===== src/rtl/hz_pkg.sv =====
package hz_pkg;
    localparam int REG_W       = 5;
    localparam int TAG_W       = 8;
    localparam int PC_W        = 8;
    localparam int LATE_STAGES = 3;   // Compute, Memory, Writeback
    localparam int RUN_W       = $clog2(LATE_STAGES + 2);

    typedef logic [REG_W-1:0] reg_id_t;

    typedef struct packed {
        logic             valid;
        logic [TAG_W-1:0] tag;
        reg_id_t          src_a;
        reg_id_t          src_b;
        reg_id_t          dst;
        logic             wen;
    } slot_t;

    localparam slot_t EMPTY_SLOT = '0;

    // A slot that will update the register file (id 0 is never written).
    function automatic logic slot_writes(slot_t s);
        return s.valid && s.wen && (s.dst != '0);
    endfunction

    // A valid slot that names register r among its sources.
    function automatic logic slot_reads(slot_t s, reg_id_t r);
        return s.valid && ((s.src_a == r) || (s.src_b == r));
    endfunction
endpackage


===== src/rtl/hz_match.sv =====
module hz_match
    import hz_pkg::*;
(
    input  slot_t consumer,
    input  slot_t producer,
    output logic  hit
);
    always_comb begin
        hit = slot_writes(producer) && slot_reads(consumer, producer.dst);
    end
endmodule


===== src/rtl/hz_stage.sv =====
module hz_stage
    import hz_pkg::*;
(
    input  logic  clk,
    input  logic  rst,
    input  logic  load,
    input  slot_t d,
    output slot_t q
);
    always_ff @(posedge clk) begin
        if (rst)       q <= EMPTY_SLOT;
        else if (load) q <= d;
    end
endmodule


===== src/rtl/hz_fetch.sv =====
module hz_fetch
    import hz_pkg::*;
(
    input  logic            clk,
    input  logic            rst,
    input  logic            hold,
    input  slot_t           fetched,
    output logic [PC_W-1:0] pc,
    output logic            pc_we,
    output slot_t           fd
);
    assign pc_we = !hold;

    always_ff @(posedge clk) begin
        if (rst)        pc <= '0;
        else if (pc_we) pc <= pc + 1'b1;
    end

    hz_stage u_fd (
        .clk  (clk),
        .rst  (rst),
        .load (pc_we),
        .d    (fetched),
        .q    (fd)
    );

    // a stalled cycle leaves the fetch address alone
    a_r4_pc_hold: assert property (@(posedge clk) disable iff (rst)
        hold |=> pc == $past(pc));

    // a stalled cycle leaves the Fetch/Decode buffer alone
    a_r4_fd_hold: assert property (@(posedge clk) disable iff (rst)
        hold |=> fd == $past(fd));

    // without a stall the fetch address steps by one
    a_r2_pc_step: assert property (@(posedge clk) disable iff (rst)
        !hold |=> pc == PC_W'($past(pc) + 1'b1));
endmodule


===== src/rtl/hz_pipe.sv =====
module hz_pipe
    import hz_pkg::*;
(
    input  logic                  clk,
    input  logic                  rst,
    input  logic                  in_valid,
    input  logic [TAG_W-1:0]      in_tag,
    input  logic [REG_W-1:0]      in_src_a,
    input  logic [REG_W-1:0]      in_src_b,
    input  logic [REG_W-1:0]      in_dst,
    input  logic                  in_wen,
    output logic [PC_W-1:0]       pc,
    output logic                  pc_we,
    output logic                  stall,
    output logic                  d_valid,
    output logic [TAG_W-1:0]      d_tag,
    output logic                  e_valid,
    output logic [TAG_W-1:0]      e_tag,
    output logic                  m_valid,
    output logic [TAG_W-1:0]      m_tag,
    output logic                  w_valid,
    output logic [TAG_W-1:0]      w_tag,
    output logic                  wb_we,
    output logic [REG_W-1:0]      wb_dst
);
    slot_t                  fetched;
    slot_t                  fd;
    slot_t                  late_in [LATE_STAGES];
    slot_t                  late_q  [LATE_STAGES];
    logic [LATE_STAGES-1:0] hits;

    assign fetched = '{valid: in_valid, tag: in_tag, src_a: in_src_a,
                       src_b: in_src_b, dst: in_dst, wen: in_wen};

    hz_fetch u_fetch (
        .clk     (clk),
        .rst     (rst),
        .hold    (stall),
        .fetched (fetched),
        .pc      (pc),
        .pc_we   (pc_we),
        .fd      (fd)
    );

    // Downstream stages shift every cycle; the first takes a bubble on stall.
    for (genvar k = 0; k < LATE_STAGES; k++) begin : g_late
        if (k == 0) begin : g_head
            assign late_in[k] = stall ? EMPTY_SLOT : fd;
        end else begin : g_body
            assign late_in[k] = late_q[k-1];
        end

        hz_stage u_stage (
            .clk  (clk),
            .rst  (rst),
            .load (1'b1),
            .d    (late_in[k]),
            .q    (late_q[k])
        );

        hz_match u_match (
            .consumer (fd),
            .producer (late_q[k]),
            .hit      (hits[k])
        );
    end

    assign stall = |hits;

    assign d_valid = fd.valid;
    assign d_tag   = fd.tag;
    assign e_valid = late_q[0].valid;
    assign e_tag   = late_q[0].tag;
    assign m_valid = late_q[1].valid;
    assign m_tag   = late_q[1].tag;
    assign w_valid = late_q[LATE_STAGES-1].valid;
    assign w_tag   = late_q[LATE_STAGES-1].tag;
    assign wb_we   = slot_writes(late_q[LATE_STAGES-1]);
    assign wb_dst  = late_q[LATE_STAGES-1].dst;

    // Length of the current run of stall cycles (saturating), for checking only.
    logic [RUN_W-1:0] stall_run;
    always_ff @(posedge clk) begin
        if (rst)                                stall_run <= '0;
        else if (stall && (stall_run != '1))    stall_run <= stall_run + 1'b1;
        else if (!stall)                        stall_run <= '0;
    end

    // a producer leaves the three late stages within three cycles
    a_r3_stall_bound: assert property (@(posedge clk) disable iff (rst)
        stall_run <= RUN_W'(LATE_STAGES));

    // a stall cycle puts an empty slot into Compute
    a_r5_bubble: assert property (@(posedge clk) disable iff (rst)
        stall |=> !late_q[0].valid && !late_q[0].wen);

    // Compute moves into Memory regardless of stalls
    a_r6_adv_mem: assert property (@(posedge clk) disable iff (rst)
        late_q[0].valid |=> late_q[1] == $past(late_q[0]));

    // Memory moves into Writeback regardless of stalls
    a_r6_adv_wb: assert property (@(posedge clk) disable iff (rst)
        late_q[1].valid |=> late_q[2] == $past(late_q[1]));
endmodule


===== config.mk =====
export PLATFORM = sky130hd
export DESIGN_NAME = hz_pipe
export DESIGN_NICKNAME = d
export VERILOG_FILES = /design/src/rtl/hz_pkg.sv /design/src/rtl/hz_match.sv /design/src/rtl/hz_stage.sv /design/src/rtl/hz_fetch.sv /design/src/rtl/hz_pipe.sv
export SDC_FILE = /design/constraint.sdc
export NUM_CORES = 1
export LEC_CHECK = 0
export ABC_AREA = 1
export BUFFER_PORTS_ARGS = -buffer_cell sky130_fd_sc_hd__buf_2
export CELL_PAD_IN_SITES_DETAIL_PLACEMENT = 0
export CELL_PAD_IN_SITES_GLOBAL_PLACEMENT = 1
export CORE_MARGIN = 2
export CORE_UTILIZATION = 38
export DETAILED_ROUTE_END_ITERATION = 8
export GPL_TIMING_DRIVEN = 0
export PLACE_DENSITY_LB_ADDON = 0.1
export SLEW_MARGIN = 20
export SYNTH_ARGS = -nofsm -noshare
export SYNTH_HDL_FRONTEND = slang
export SYNTH_SLANG_ARGS = --single-unit

===== constraint.sdc =====
create_clock -name clk -period 1.79 [get_ports clk]
set_input_delay 0.358 -clock clk [delete_from_list [all_inputs] [get_ports clk]]
set_output_delay 0.358 -clock clk [all_outputs]
set_load 0.01 [all_outputs]

Word level (Yosys, flattened, before mapping)
Cells that the tools add are included.

Register bits after elaboration: 78. Input port bits: 27. Output and inout port bits: 52.

Add/subtract/negate cells: 1. Reduce and logical (&&, ||, !) cells: 21. Equality and inequality tests: 6.

Operators by type and width (count): $eq 5x5->1 (6); $reduce_bool 5->1 (3); $logic_and 1x1->1 (12); $add 8x1->8 const B (1); $reduce_or 4->1 (1); $logic_or 1x1->1 (3); $reduce_or 3->1 (1); $logic_not 1->1 (1).

Logic depth before layout (Yosys ltp)
Depth in word-level cells: 6. Depth in mapped cells: 13.

Modules after synthesis
From an unflattened synthesis, not the netlist that was laid out.

Cells, all modules: 897. Area total of the unflattened synthesis: 5569.1 um^2.

By module, submodules not included: hz_stage (cells each 159, area an instance 1066.0 um^2, times used 4); hz_match (cells each 45, area an instance 196.4 um^2, times used 3); hz_fetch (cells each 62, area an instance 406.6 um^2, times used 1); hz_pipe (cells each 64, area an instance 309.0 um^2, times used 1).

Least setup slack after synthesis
No wires, ideal clock.

Path kind: register to output. Start: register u_fetch.u_fd.q[9] (netlist name). End: output stall. Arrival: 1.205 ns. Buffers on the path: 2. Setup slack: 0.227 ns. Required time: 1.432 ns. Stages on the path, launching flop included: 11. Path through: dfxtp_1 > inv_2 > nand2_1 > nand2_1 > nor2_1 > nand3_2 > nand2_2 > nand2_2 > nand3_2 > buf_6 > buf_8.

Cells in the longest elaborated chain, start to end: 5. Elaborated cells on any way between the ends: 13. Those cells by class: eq/ne (3); reduce/logical (10).

RTL lines: start: declaration (RTL line hz_stage.sv:8) `output slot_t q`; start signal: assignment (RTL line hz_stage.sv:11) `if (rst) q <= EMPTY_SLOT;`; start signal: assignment (RTL line hz_stage.sv:12) `else if (load) q <= d;`; $eq 5x5->1 (RTL line hz_pkg.sv:28) `return s.valid && ((s.src_a == r) || (s.src_b == r));`; $logic_or 1x1->1 (RTL line hz_pkg.sv:28); $logic_and 1x1->1 (RTL line hz_pkg.sv:28); $logic_and 1x1->1 (RTL line hz_match.sv:9) `hit = slot_writes(producer) && slot_reads(consumer, producer.dst);`; $reduce_or 3->1 (*) (RTL line hz_pipe.sv:68) `assign stall = |hits;`; end: declaration (RTL line hz_pipe.sv:14) `output logic stall,`.

Mark *: on every way between the ends. The rest lies on a longest branch, timed or not.

Worst setup path in the final report
Start: register g_late[1].u_stage.q[2] (netlist name). End: output stall.

Cells in the longest elaborated chain, start to end: 5. Elaborated cells on any way between the ends: 8. Those cells by class: eq/ne (2); reduce/logical (6).

RTL lines (RTL line): start: declaration (hz_stage.sv:8); start signal: assignment (hz_stage.sv:11); start signal: assignment (hz_stage.sv:12); $eq 5x5->1 (hz_pkg.sv:28); $logic_or 1x1->1 (hz_pkg.sv:28); $logic_and 1x1->1 (hz_pkg.sv:28); $logic_and 1x1->1 (*) (hz_match.sv:9); $reduce_or 3->1 (*) (hz_pipe.sv:68).

Marked as above.

==> metrics.md <==
| Metric | Value |
|---|---|
| Post-Syn Nets | `534` |
| Placed inst area | `approximately 0.004 mm2` |
| Slew @ Worst Pin | `0.597 ns` |
| Failing checks | `negative setup slack` |
| Final Hold Viols | `0` |
| R2R depth | `14` |
| Core area | `about 0.0088 mm2` |
| Mapped Area | `0.00347 mm2` |
| Via density per instance | `around 4.2` |
| Crit path depth | `10` |
| CP Capture Point | `stall` |
| RSZ-0062 raised after global routing | `true` |
| CTS Buf Count | `9` |
| FF-to-FF Start | `g_late[1].u_stage.q[2]$_SDFF_PP0_` |
| Worst flop-to-flop path endpoint | `u_fetch.u_fd.q[16]$_SDFFE_PP0N_` |
| Largest net degree at the start of global routing | `16` |
| Final min period | `approximately 2 ns` |
| Post-synthesis sequential area ratio | `around 45%` |
| IO buf count | `78` |
| DRT Pass-1 Iters | `4` |
| Max-cap check violation count | `0` |
| CTS sink count | `slightly below 80` |
| Critical Path Start | `g_late[1].u_stage.q[2]$_SDFF_PP0_` |
| Syn Area/Cell | `roughly 7 um2` |
| Worst setup margin | `-0.152 ns` |
| DRC Markers | `0` |
| Worst-path clk slew | `0.09 ns` |
| Worst setup EP type | `primary output` |
| Vias in the first global route | `around 2,800` |
| HP Class | `input pin to flop` |
| Reg2Reg Setup Slack | `0.10 ns` |
| Max incr delay on CP | `0.36 ns` |
| Register Area | `roughly 0.0016 mm2` |
| Top cell type's share of synthesized area | `between 40 and 50%` |
| CTS tree | `done` |
| Starting Density | `around two fifths` |
| WP data arrival | `1.58 ns` |
| Yosys Warn Count | `0` |
| WL final | `about 8400 um` |
| Setup violations, final | `2` |
| FF+latch count, synth | `a little under 80` |
| Metal-1 WL | `between 3000 and 4000 um` |
| Max frequency | `between 500 and 600 MHz` |
| Kind of critical path | `flop to primary output` |
| WP buf/inv | `3` |
| Gr ovfl total | `0` |
| Most used cell, CP | `nand2_1` |
| WL met3 | `268 um` |
| Horiz. Die Dim | `roughly 100 um` |
| Peak supply drop | `around 350 uV` |
| Count of final max-slew check failures | `0` |
| Pwr Density | `832 mW/mm2` |
| Post-DR wirelength/cell | `between 10 and 15 um` |
| Met2 wire len | `4080 um` |
| Initial antenna violation count | `0` |
| GRT Overall Usage | `17.3%` |
| H-Tree Depth | `3` |
| Multi-input gate area | `between 0.001 and 0.0015 mm2` |
| First-pass GRT wire length | `13,200 um` |
| Area of the die | `around 0.0099 mm2` |
| Leakage Power | `2.34 nW` |
| CTS Root Cell | `clkbuf_8` |
| Ports | `79` |
| CP Cell Sequence | `inv_1, nand2_1, nand2_1, nor2_2, nand3_1, nand2_2, nand2_4, nand3_4, buf_8, buf_6` |
| Clock buffer depth | `2` |
| Final Cycle Share | `109%` |
| Worst hold slack | `about 0.20 ns` |
| Nets | `about 630` |
| Initial DRC count | `122` |
| Post-Syn Instances | `~510` |
| CP max FO | `4` |
| N_diodes | `0` |
| Final worst clock skew | `approximately 0.010 ns` |
| Hold bufs inserted after CTS | `0` |
| Share of layout cells above drive strength 1 | `between 30% and 40%` |
| Via count | `3,018` |
| Die Y | `99.6 um` |
| Area Overhead vs Synth | `29.5%` |
| Top layer used by detailed routing | `met4` |
| CP top delay family | `simple AND/OR/NAND/NOR gates` |
| Synth area leader | `dfxtp_1` |
| Slowest-stage cell, CP | `dfxtp_2` |
| Synth area leaders | `dfxtp_1 45%, nor2_1 14%, nand2_1 14%` |
| Routability cong. | `~0.87` |
| Hold_sp | `in_valid` |
| Critical path data required time | `1.43 ns` |
| Slew HR | `60.2%` |
| Status | `complete, but fails checks` |
| Design area | `between 0.004 and 0.005 mm2` |
| FILL cells | `921` |
| Post-synthesis cell type count | `21` |
| Final ANT Viol Nets | `0` |
| Overall Power | `between 0.003 and 0.004 W` |
| Rows | `34` |
| Clk_lat worst skew | `between 0.3 and 0.4 ns` |
| Post-DP HPWL | `about 6100 um` |
| Crit path launch type | `flop` |
[cells in the final DEF, fill, tap and decap left out, types with 6 or more instances in the layout]
cell / n
a21oi_1: 8
dfxtp_2: 12
nor2_1: 122
xnor2_1: 6
nand3_1: 11
nor2_2: 9
nand2_1: 125
dfxtp_1: 54
dfxtp_4: 12
buf_2: 77
inv_1: 60
nand4_1: 6
inv_2: 10
buf_4: 44
clkbuf_8: 9
[Yosys cell counts, drive strengths merged]
| cell type | number |
|---|---|
| nand2 | 134 |
| nor2 | 133 |
| dfxtp | 78 |
| inv | 73 |
| buf | 47 |
| nand3 | 14 |
| a21oi | 8 |
| nand4 | 6 |
| xnor2 | 6 |
| clkbuf | 3 |
| xor2 | 2 |
| clkinv | 1 |
| ha | 1 |
[worst min-delay path, cell delays in order]
cell and delay (ns):
buf_2 0.07, nor2_1 0.03, nor2_1 0.06
[worst min-delay path by stage]
stage,end,slack [ns],cells after the start
final,u_fetch.u_fd.q[24]$_SDFFE_PP0N_,0.20,3
after CTS,u_fetch.u_fd.q[24]$_SDFFE_PP0N_,0.19,3
after global placement,g_late[2].u_stage.q[16]$_SDFF_PP0_,0.41,2
after floorplan,g_late[1].u_stage.q[0]$_SDFF_PP0_,0.40,2
after global routing,u_fetch.u_fd.q[13]$_SDFFE_PP0N_,0.21,3
after detailed placement,g_late[2].u_stage.q[0]$_SDFF_PP0_,0.41,2
[cell type report]
type	instances	share of cell area, %
Clock buffer	9	2.75
Sequential cell	78	36.1
Multi-Input combinational cell	304	29.8
Timing Repair Buffer	87	11.5
Inverter	74	6.34
Tap cell	108	3.00
Clock inverter	7	2.34
Buffer	49	8.21
[metal layers]
metal  vias up  global-route usage, %
li1       1641                      -
met1      1311                   22.3
met2        55                   28.6
met3        11                   2.88
met4         0                   7.59
met5         -                      0
[power breakdown]
group | switching, W | internal, W | leakage, nW
Clock | 0.000709 | 0.000804 | 0.112
Sequential | 0.0000567 | 0.00179 | 0.653
Combinational | 0.000206 | 0.000176 | 1.58
[stage by stage]
step / setup TNS [ns] / utilization [%] / cells / worst slack [ns]
after floorplan: 0 / - / 506 / 0.227
after global placement: -0.161 / 45.4 / 692 / -0.161
after detailed placement: -0.156 / 45.4 / 692 / -0.156
after CTS: -0.419 / 49.2 / 712 / -0.251
after global routing: -0.669 / 51.1 / 716 / -0.256
final: -0.272 / 51.1 / 716 / -0.152
[repair_timing]
action                                  in CTS  in global routing
buffers inserted                             4                  4
cloned                                       0                  2
gates resized for setup                     42                 32
endpoints found under the setup margin       2                 25
pin swaps                                   11                 13
[state kept, by name, indices dropped and copies added (netlist names)]
name              count
g_late.u_stage.q     45
u_fetch.u_fd.q       25
u_fetch.pc            8
[kinds of logic (layout without fill, tap and decap cells)]
family,count (synthesis),count (layout),synth area share (%)
AND/OR/NAND/NOR,287,287,32.8
buffers and inverters,124,226,18.7
flip-flops,78,78,45.0
AO/OA/AOI/OAI,8,8,1.15
XOR/XNOR,8,8,2.02
adder cells (fa/ha/maj),1,1,0.360
(Power assumes the default switching activity.)
